## src/rtl/pdt_pkg.sv

```systemverilog
package pdt_pkg;

  // Operation applied to the inactivity count on the next edge.
  typedef enum logic [1:0] {
    PDT_HOLD = 2'd0,
    PDT_LOAD = 2'd1,
    PDT_DEC  = 2'd2
  } pdt_op_e;

  // Bundle of the conditions that keep the vehicle "busy".
  typedef struct packed {
    logic eng;
    logic brk;
    logic emg;
  } pdt_busy_t;

endpackage

```

## src/rtl/pdt_idle_qual.sv

```systemverilog
module pdt_idle_qual
  import pdt_pkg::*;
(
  input  logic      rtc_tick,
  input  pdt_busy_t busy,
  input  pdt_busy_t evts,
  input  logic      expired,
  output pdt_op_e   op
);

  logic any_evt;
  logic idle;

  assign any_evt = |evts;
  assign idle    = ~(|busy);

  // Reload has priority over counting; an expired count is frozen.
  always_comb begin
    if (any_evt)
      op = PDT_LOAD;
    else if (rtc_tick && idle && !expired)
      op = PDT_DEC;
    else
      op = PDT_HOLD;
  end

endmodule

```

## src/rtl/pdt_seg_counter.sv

```systemverilog
module pdt_seg_counter
  import pdt_pkg::*;
#(
  parameter int unsigned LO_W    = 8,
  parameter int unsigned HI_W    = 8,
  parameter int unsigned TIMEOUT = 1200
) (
  input  logic    clk,
  input  logic    rst,
  input  pdt_op_e op,
  output logic    last
);

  localparam int unsigned  LO_SPAN = 2 ** LO_W;
  localparam logic [LO_W-1:0] LO_LOAD = LO_W'(TIMEOUT % LO_SPAN);
  // One above the upper part: the borrow is taken when low hits zero.
  localparam logic [HI_W-1:0] HI_LOAD = HI_W'(TIMEOUT / LO_SPAN + 1);
  localparam logic [HI_W-1:0] HI_ONE  = HI_W'(1);

  logic [LO_W-1:0] lo_q;
  logic [HI_W-1:0] hi_q;
  logic [LO_W-1:0] lo_dec;
  logic [HI_W-1:0] hi_dec;
  logic            lo_borrow;

  assign lo_dec    = lo_q - 1'b1;
  assign hi_dec    = hi_q - 1'b1;
  assign lo_borrow = (lo_dec == '0);
  assign last      = (op == PDT_DEC) && lo_borrow && (hi_q == HI_ONE);

  always_ff @(posedge clk) begin
    if (rst || op == PDT_LOAD) begin
      lo_q <= LO_LOAD;
      hi_q <= HI_LOAD;
    end else if (op == PDT_DEC) begin
      lo_q <= lo_dec;
      if (lo_borrow)
        hi_q <= hi_dec;
    end
  end

endmodule

```

## src/rtl/pdt_expiry.sv

```systemverilog
module pdt_expiry
  import pdt_pkg::*;
(
  input  logic    clk,
  input  logic    rst,
  input  pdt_op_e op,
  input  logic    last,
  output logic    pdn_req,
  output logic    exp_evt
);

  // pdn_req is the engine-active state held inverted.
  always_ff @(posedge clk) begin
    if (rst) begin
      pdn_req <= 1'b0;
      exp_evt <= 1'b0;
    end else begin
      exp_evt <= last;
      if (op == PDT_LOAD)
        pdn_req <= 1'b0;
      else if (last)
        pdn_req <= 1'b1;
    end
  end

endmodule

```

## src/rtl/idle_powerdown_timer.sv

```systemverilog
module idle_powerdown_timer
  import pdt_pkg::*;
#(
  parameter int unsigned LO_W    = 8,
  parameter int unsigned HI_W    = 8,
  parameter int unsigned TIMEOUT = 1200
) (
  input  logic clk,
  input  logic rst,
  input  logic rtc_tick,
  input  logic eng_on,
  input  logic brk_on,
  input  logic emg_on,
  input  logic eng_evt,
  input  logic brk_evt,
  input  logic emg_evt,
  output logic pdn_req,
  output logic exp_evt
);

  pdt_busy_t busy;
  pdt_busy_t evts;
  pdt_op_e   op;
  logic      last;

  assign busy = '{eng: eng_on, brk: brk_on, emg: emg_on};
  assign evts = '{eng: eng_evt, brk: brk_evt, emg: emg_evt};

  pdt_idle_qual qual_i (
    .rtc_tick (rtc_tick),
    .busy     (busy),
    .evts     (evts),
    .expired  (pdn_req),
    .op       (op)
  );

  pdt_seg_counter #(
    .LO_W    (LO_W),
    .HI_W    (HI_W),
    .TIMEOUT (TIMEOUT)
  ) cnt_i (
    .clk  (clk),
    .rst  (rst),
    .op   (op),
    .last (last)
  );

  pdt_expiry exp_i (
    .clk     (clk),
    .rst     (rst),
    .op      (op),
    .last    (last),
    .pdn_req (pdn_req),
    .exp_evt (exp_evt)
  );

endmodule

```

## config.mk

```make
export PLATFORM = sky130hd
export DESIGN_NAME = idle_powerdown_timer
export DESIGN_NICKNAME = d
export VERILOG_FILES = /design/src/rtl/pdt_pkg.sv /design/src/rtl/pdt_idle_qual.sv /design/src/rtl/pdt_seg_counter.sv /design/src/rtl/pdt_expiry.sv /design/src/rtl/idle_powerdown_timer.sv
export SDC_FILE = /design/constraint.sdc
export NUM_CORES = 1
export LEC_CHECK = 0
export BUFFER_PORTS_ARGS = -buffer_cell sky130_fd_sc_hd__buf_2
export CAP_MARGIN = 20
export CELL_PAD_IN_SITES_DETAIL_PLACEMENT = 1
export CELL_PAD_IN_SITES_GLOBAL_PLACEMENT = 1
export CORE_ASPECT_RATIO = 0.9
export CORE_MARGIN = 10
export CORE_UTILIZATION = 43
export DETAILED_ROUTE_END_ITERATION = 10
export HOLD_SLACK_MARGIN = 0.08
export PLACE_DENSITY_LB_ADDON = 0.1
export RECOVER_POWER = 50
export SLEW_MARGIN = 15
export SYNTH_ARGS = -nofsm -noshare
export SYNTH_HDL_FRONTEND = slang
export SYNTH_SLANG_ARGS = --single-unit
```

## constraint.sdc

```tcl
create_clock -name clk -period 3.3 [get_ports clk]
set_clock_uncertainty 0.15 [all_clocks]
set_input_delay 0.165 -clock clk [delete_from_list [all_inputs] [get_ports clk]]
set_output_delay 0.165 -clock clk [all_outputs]
set_load 0.05 [all_outputs]
```

==> results of run 1 <==
## layout make-up
class                   count  share of cell area
multi-input cells          92               0.551
flip-flops and latches     18               0.311
repair buffers             14              0.0702
well taps                  27              0.0292
clock buffers               3              0.0194
inverters                   6              0.0194
## power by group
part / switching [W] / internal [W] / leakage, nW
registers: 0.000000209 / 0.000217 / 0.145
logic: 0.00000640 / 0.00000725 / 0.225
clock network: 0.0000721 / 0.0000426 / 0.0138
total: 0.0000787 / 0.000267 / 0.384
## worst max-delay path, stage by stage, from the launching register on
cell,delay [ns]
dfxtp_1,0.46
inv_1,0.13
ha_1,0.28
or2_1,0.25
o31ai_2,0.48
nand4b_1,0.18
or4_1,0.41
a21oi_1,0.15
## sequential cells by signal, indices dropped and copies added, names as in the netlist
signal	cells
cnt_i.hi_q	8
cnt_i.lo_q	8
exp_i.exp_evt	1
exp_i.pdn_req	1
## metrics by stage
step	hold WS [ns]	util	cell area (um2)	power, W
detailed placement	0.319	0.496	1110	0.000234
finish	0.107	0.517	1160	0.000346
global placement	0.311	0.496	1110	0.000234
floorplan	0.173	-	1050	0.000227
global route	0.130	0.517	1160	0.000363
CTS	0.105	0.520	1160	0.000351
## layout by cell type (no fill, tap or decap), drive strengths merged, types with 3 or more instances in the layout
master,Yosys,final
dlygate4sd3,0,3
clkbuf,1,6
o31ai,7,7
dfxtp,18,18
ha,4,4
or3,4,4
nand4b,3,3
xor2,5,5
nor2,8,8
a21oi,7,7
nor4,4,4
buf,3,8
nand2,6,6
o21ai,3,3
or4,7,7
o21a,3,3
nand3,3,3
nor3,7,7
inv,6,6
## repair_timing
item | CTS | global route
endpoints found under the setup margin | 0 | 0
gates resized for setup | 0 | 0
hold buffers | 3 | 0
hold endpoints to repair | 3 | 0
## path summary, 6_finish.rpt
path	startpoint	to	slack [ns]	cells past startpoint
min reg2reg	cnt_i.hi_q[7]	cnt_i.hi_q[7]	0.33	2
max reg2reg	cnt_i.lo_q[0]	cnt_i.hi_q[5]	0.72	7
max	cnt_i.lo_q[0]	cnt_i.hi_q[5]	0.72	7
min	rtc_tick	cnt_i.lo_q[0]	0.11	4
## metal layers
metal / vias up / global-route usage / part of all wire
li1: 484 / - / -
met1: 468 / 0.145 / 0.50
met2: 18 / 0.192 / 0.43
met3: 4 / 0.0444 / 0.057
met4: 0 / 0.0314 / 0.0085
met5: - / 0 / 0
## cell families after synthesis
group	count (synthesis)
AND/OR/NAND/NOR	52
AO/OA/AOI/OAI	29
flip-flops	18
buffers and inverters	10
XOR/XNOR	7
adder cells (fa/ha/maj)	4
==> results.cfg, run 1 <==
[outcome]
outcome = completed

[timing]
setup_slack_ns = 0.724
slew_headroom = 0.553
worst_slew_pin_slew_ns = 0.669
setup_viol = 0
drv_slew = 0
hold_viol_final = 0
fin_crit_ns = 2.58
setup-tns-final_ns = 0
rsz0062_at_grt = no
fin_crit_sh = 0.781
fmax_mhz = 388

[floorplan]
die_w_um = 72.1
start_util = 0.468
dieArea_um2 = 4820
die_y_um = 66.8
rows = 16
coreArea_um2 = 2240
boundaryPins = 11

[setup_path]
criticalPathCategory = flop to flop
critPathArrivalTime_ns = 2.66
cp-end-kind = flop
crit_fanout = 7
startpoint_type = flop
required_ns = 3.38

[finish]
drive_gt1_frac = 0.135
stdcell_count = 160
fillers = 282
multiInputGateArea_um2 = 638
nNetsFinal = 148
antennaDiodeCount = 0
seqCellArea_um2 = 360
syn_to_final_growth_pct = 10.5

[yosys]
synth_nets = 133
synth-compound-area-share = 0.211
synth.most_common_cell = dfxtp_1
yosys_warnings = 0
synthCells = 120
synthArstFlopShare = 0
seq_area_frac_synth = 0.344
synthesis.area_um2 = 1050
synth_area_leaders = dfxtp_1, or4_1, ha_1
synth-edff-count = 0
synth_seq_cells = 18
synthTopCellsByCount = dfxtp_1, nor2_1, a21oi_1, or4_1
synth_area_leader_cell = dfxtp_1
synth_top_family_by_area = simple AND/OR/NAND/NOR gates
syn_area_per_cell_um2 = 8.74
yosysUniqueCellTypes = 40
synth_xor_area_frac = 0.0585
synth_top_area_share = 0.344
synthSimpleGateAreaFrac = 0.291
ys.flop_type = dfxtp_1
synthMuxAreaShare = 0
synth_adder_area_share = 0.0477

[pwr]
powerDensity_nw_per_um2 = 298
ir_drop_v = 0.000251
leakage_nw = 0.384

[clock_tree]
h-tree-depth = 1
post-cts-setup-buffer-count = 0
path_clk_slew_ns = 0.10
cts_buffers = 3
numClockSinks = 18
clockBufferDepth = 2
clk_latency_ns = 0.30
cts_tree = yes
cts-root-buf = clkbuf_4

[place]
place_congestion = 0.825
dp_cells = 154
hpwl_um = 2070
pre_cts_slack_ns = 0.746
port_buffers = 10

[routing]
firstDrtPassIters = 4
routed_wl_um = 2710
via_count = 974
avgRoutedWirePerCell_um = 16.9
drcViolationCount = 0
postRouteAntennaNets = 0
drtIter0Drc = 39
via_per_inst = 6.09

[grt]
grt_pass1_wl_um = 4610
grtUsageTotal = 0.119
grt_max_degree = 16
antenna_found_initial = 0
grt_overflow = 0
first_global_vias = 958

[worst_hold_path]
hold_class = input pin to flop

[run]
drv_cap = 0
(Power assumes the default switching activity.)
==> run 2: changes to the inputs <==
- clock period: 3.3 -> 2.47 ns (I/O delays scaled with it)
==> run 2 against run 1 <==
  * Utilization grew 3.5 points
  * Clock-buffer cell count grew 1
  * Wire length grew 6.2%
  * Die area is the same
  * Via count grew 2.3%
  * Clock power grew 69%
  * Sequential power grew 33%
  * Design area grew 6.7%
  * Power grew 46%
  * Register-to-register slack lost 0.59 ns
==> results.cfg, run 2 (same netlist as run 1, synthesis figures left out) <==
[timing]
worst_slew_pin_slew_ns = 0.743
fmax_mhz = 428
drv_slew = 0
rsz0062_at_grt = no
fin_crit_sh = 0.947
hold_viol_final = 0
fin_crit_ns = 2.34
setup_viol = 0
slew_headroom = 0.503
setup-tns-final_ns = 0

[finish]
nNetsFinal = 154
mostFrequentLayoutCells = dfxtp_1, nor2_1, buf_2, a21oi_1, or4_1
antennaDiodeCount = 0
seqCellArea_um2 = 365
fillers = 273
mostFrequentLayoutCell = dfxtp_1
drive_gt1_frac = 0.193
multiInputGateArea_um2 = 649
top_regs = cnt_i.hi_q (8), cnt_i.lo_q (8)
syn_to_final_growth_pct = 17.9

[pwr]
seqPwrFrac = 0.574
leakage_nw = 0.417
p_sw_w = 0.000113
power_w = 0.000504
powerDensity_nw_per_um2 = 408
power.internal_w = 0.000391
clkPwrFrac = 0.384
p_sw_frac = 0.225
ir_drop_v = 0.000307
p_comb_frac = 0.042

[routing]
drcViolationCount = 0
routed_wl_um = 2880
drtIter0Drc = 21
via_per_inst = 5.96
postRouteAntennaNets = 0
firstDrtPassIters = 4
avgRoutedWirePerCell_um = 17.2
via_count = 996

[clock_tree]
clockBufferDepth = 2
cts_tree = yes
clk_latency_ns = 0.32
h-tree-depth = 1
cts-root-buf = clkbuf_4
numClockSinks = 18
path_clk_slew_ns = 0.12
cts_buffers = 3
post-cts-setup-buffer-count = 0

[grt]
grt_pass1_wl_um = 4900
grt_overflow = 0
first_global_vias = 1032
antenna_found_initial = 0
grt_max_degree = 16
grtUsageTotal = 0.125

[run]
drv_cap = 0

[setup_path]
reg2reg_setup_slack_ns = 0.13
crit_fanout = 7
r2r_start = cnt_i.lo_q[1]
criticalPathCategory = flop to flop
rr_worst_depth = 7
startpoint_type = flop
r2r-end = cnt_i.hi_q[6]
cp-end-kind = flop
critPathArrivalTime_ns = 2.44
required_ns = 2.57

[worst_hold_path]
hold_class = input pin to flop
hold-path-cell-count = 5
hold_end = cnt_i.lo_q[0]
hp-start = emg_on

[floorplan]
start_util = 0.468
coreArea_um2 = 2240
die_w_um = 72.1
boundaryPins = 11
dieArea_um2 = 4820
rows = 16
die_y_um = 66.8

[outcome]
outcome = completed

[place]
port_buffers = 10
place_congestion = 0.818
hpwl_um = 2150
==> run 2: cell count changes in the layout (fill, tap and decap cells not counted) <==
cell	delta
dfxtp_2	+1
nor3_4	+1
nor3_1	-1
dlygate4sd3_1	+1
dfxtp_1	-2
buf_4	+5
clkbuf_8	+1
dfxtp_4	+1
==> run 2: per-layer routing <==
layer	up-vias	track usage	wire length, um
met3	4	0.0459	159
met1	482	0.151	1410
li1	493	-	-
met4	0	0.0483	44
met2	17	0.196	1260
met5	-	0	0
==> run 2: per-stage QoR <==
stage	area [um2]	utilization	hold WS, ns	worst slack, ns	std cells
after global placement	1150	0.513	0.297	0.172	159
after global routing	1240	0.551	0.137	0.00121	167
after CTS	1230	0.547	0.0984	0.0176	167
after floorplan	1050	-	0.131	0.137	120
after detailed placement	1150	0.513	0.300	0.0437	159
final	1240	0.551	0.0944	0.131	167
==> run 2: how the worst max path moves through the flow <==
stage / startpoint / to / cells after the start
after CTS: cnt_i.lo_q[1] / cnt_i.hi_q[6] / 7
after global placement: cnt_i.lo_q[1] / cnt_i.hi_q[6] / 7
after floorplan: cnt_i.lo_q[0] / cnt_i.hi_q[6] / 7
after global routing: cnt_i.lo_q[1] / cnt_i.hi_q[6] / 7
after detailed placement: cnt_i.lo_q[1] / cnt_i.hi_q[6] / 7
final: cnt_i.lo_q[1] / cnt_i.hi_q[6] / 7
==> run 2: power groups by stage <==
stage               clock network (W)  registers, W    logic, W
finish                       0.000194      0.000289   0.0000211
floorplan                           0      0.000297  0.00000604
detailed placement                  0      0.000297   0.0000164
global placement                    0      0.000297   0.0000156
CTS                          0.000200      0.000291   0.0000207
global route                 0.000208      0.000290   0.0000230
==> run 2: layout make-up <==
| cell class | instances | share of cell area |
|---|---|---|
| sequential | 18 | 0.296 |
| timing repair buffer | 20 | 0.104 |
| multi-input combinational | 92 | 0.525 |
| clock buffer | 4 | 0.0294 |
| inverter | 6 | 0.0182 |
| tap | 27 | 0.0273 |
==> run 2: worst max-delay path, cell delays in order (launching register included) <==
cell	delay, ns
dfxtp_4	0.39
inv_1	0.08
ha_1	0.20
or2_1	0.23
o31a_1	0.29
or3b_1	0.40
or4_1	0.41
a21oi_1	0.15
==> run 2: repair_timing <==
item                                    CTS  global route
hold buffers                              4             0
endpoints found under the hold margin     7             0
endpoints found under the setup margin    0             5
resized for setup                         0             5
==> run 3: changes to the inputs <==
- CORE_MARGIN: 10 -> 5
==> run 3 against run 2 <==
  * Wire length shrank 4.2%
  * Global-route usage grew 5.1 points
  * Clock-buffer cell count is the same
  * First-iteration DRC count shrank 14%
  * Maximum frequency shrank 0.21%
  * Setup slack lost 0.0048 ns
  * Utilization shrank 3.7 points
  * Clock power shrank 6%
  * Worst hold slack gained 0.028 ns
  * Sequential share of layout area shrank 0.30 points
  * Critical path type unchanged
  * Largest power group unchanged
==> results.cfg, run 3 (same netlist as run 1, synthesis figures left out) <==
[outcome]
outcome = completed

[pwr]
powerDensity_nw_per_um2 = 400
leakage_nw = 0.429
ir_drop_v = 0.000258

[timing]
slew_headroom = 0.526
fin_crit_ns = 2.34
fmax_mhz = 427
drv_slew = 0
setup-tns-final_ns = 0
hold_ws_ns = 0.122
worst_slew_pin_slew_ns = 0.708
hold_viol_final = 0
fin_crit_sh = 0.949
setup_viol = 0
rsz0062_at_grt = no

[clock_tree]
clockBufferDepth = 2
h-tree-depth = 1
post-cts-setup-buffer-count = 0
clk_latency_ns = 0.29
cts-root-buf = clkbuf_4
numClockSinks = 18
cts_buffers = 3
path_clk_slew_ns = 0.11
cts_tree = yes

[routing]
postRouteAntennaNets = 0
drtIter0Drc = 18
via_count = 1004
firstDrtPassIters = 4
drcViolationCount = 0
routed_wl_um = 2760
via_per_inst = 5.91
avgRoutedWirePerCell_um = 16.2

[floorplan]
rows = 17
start_util = 0.436
coreArea_um2 = 2400
boundaryPins = 11
die_w_um = 62.1
dieArea_um2 = 3530
die_y_um = 56.8

[worst_hold_path]
hold_end = cnt_i.lo_q[0]
hp-start = eng_on
hold-path-cell-count = 5
hold_class = input pin to flop

[setup_path]
reg2reg_setup_slack_ns = 0.13
r2r_start = cnt_i.lo_q[1]
criticalPathCategory = flop to flop
critPathArrivalTime_ns = 2.41
crit_fanout = 7
rr_worst_depth = 7
cp-end-kind = flop
required_ns = 2.54
r2r-end = cnt_i.hi_q[6]
startpoint_type = flop

[grt]
grtUsageTotal = 0.176
grt_max_degree = 16
grt_overflow = 0
grt_pass1_wl_um = 4730
antenna_found_initial = 0
first_global_vias = 1092

[finish]
mostFrequentLayoutCell = dfxtp_1
syn_to_final_growth_pct = 17.9
fillers = 294
top_regs = cnt_i.hi_q (8), cnt_i.lo_q (8)
drive_gt1_frac = 0.183
mostFrequentLayoutCells = dfxtp_1, nor2_1
antennaDiodeCount = 0
nNetsFinal = 156

[place]
place_congestion = 0.887
hpwl_um = 2110
port_buffers = 10

[run]
drv_cap = 0
[run 3: critical path: stages, from the launching register on]
cell     delay [ns]
dfxtp_2        0.39
inv_1          0.09
ha_1           0.19
or2_1          0.23
o31a_1         0.27
or3b_1         0.39
or4_1          0.40
a21oi_1        0.15
[run 3: cell type report]
type                    count  area, um2  area share
clock buffers               4       36.3      0.0294
inverters                   6       22.5      0.0182
well taps                  28       35.0      0.0283
flip-flops and latches     18        362       0.293
multi-input cells          92        638       0.516
repair buffers             22        143       0.115
[run 3: worst max-delay path by stage]
stage                  startpoint             to  slack [ns]  cells after the start
floorplan           cnt_i.lo_q[0]  cnt_i.hi_q[6]        0.14                      7
global placement    cnt_i.lo_q[1]  cnt_i.hi_q[6]        0.16                      7
detailed placement  cnt_i.lo_q[1]  cnt_i.hi_q[6]        0.08                      7
CTS                 cnt_i.lo_q[1]  cnt_i.hi_q[6]        0.05                      7
global route        cnt_i.lo_q[1]  cnt_i.hi_q[6]       0.004                      7
finish              cnt_i.lo_q[1]  cnt_i.hi_q[6]        0.13                      7
[run 3: through the flow]
stage | instances | total power [W] | instance area, um2 | util | setup WS, ns
6_report | 170 | 0.000494 | 1240 | 0.514 | 0.127
5_1_grt | 170 | 0.000521 | 1240 | 0.514 | 0.00442
4_1_cts | 170 | 0.000503 | 1240 | 0.517 | 0.0478
3_5_place_dp | 162 | 0.000314 | 1170 | 0.485 | 0.0834
3_3_place_gp | 162 | 0.000313 | 1170 | 0.485 | 0.162
2_1_floorplan | 120 | 0.000303 | 1050 | - | 0.137
[run 3: what timing repair did]
action / in CTS / in global routing
resized for setup: 0 / 1
hold endpoints to repair: 7 / 0
hold buffers: 4 / 0
setup endpoints to repair: 0 / 5
[run 3: report_power, final]
| part | leakage, nW | internal, W | total, W | switching [W] |
|---|---|---|---|---|
| Sequential | 0.146 | 0.000290 | 0.000290 | 0.000000217 |
| Combinational | 0.262 | 0.0000111 | 0.0000205 | 0.00000943 |
| Clock | 0.0210 | 0.0000898 | 0.000183 | 0.0000936 |
| Total | 0.429 | 0.000391 | 0.000494 | 0.000103 |
[run 3: layer usage]
layer	track usage	wire length [um]
met5	0	0
met4	0.0273	17
met3	0.0414	109
met2	0.299	1330
met1	0.223	1300
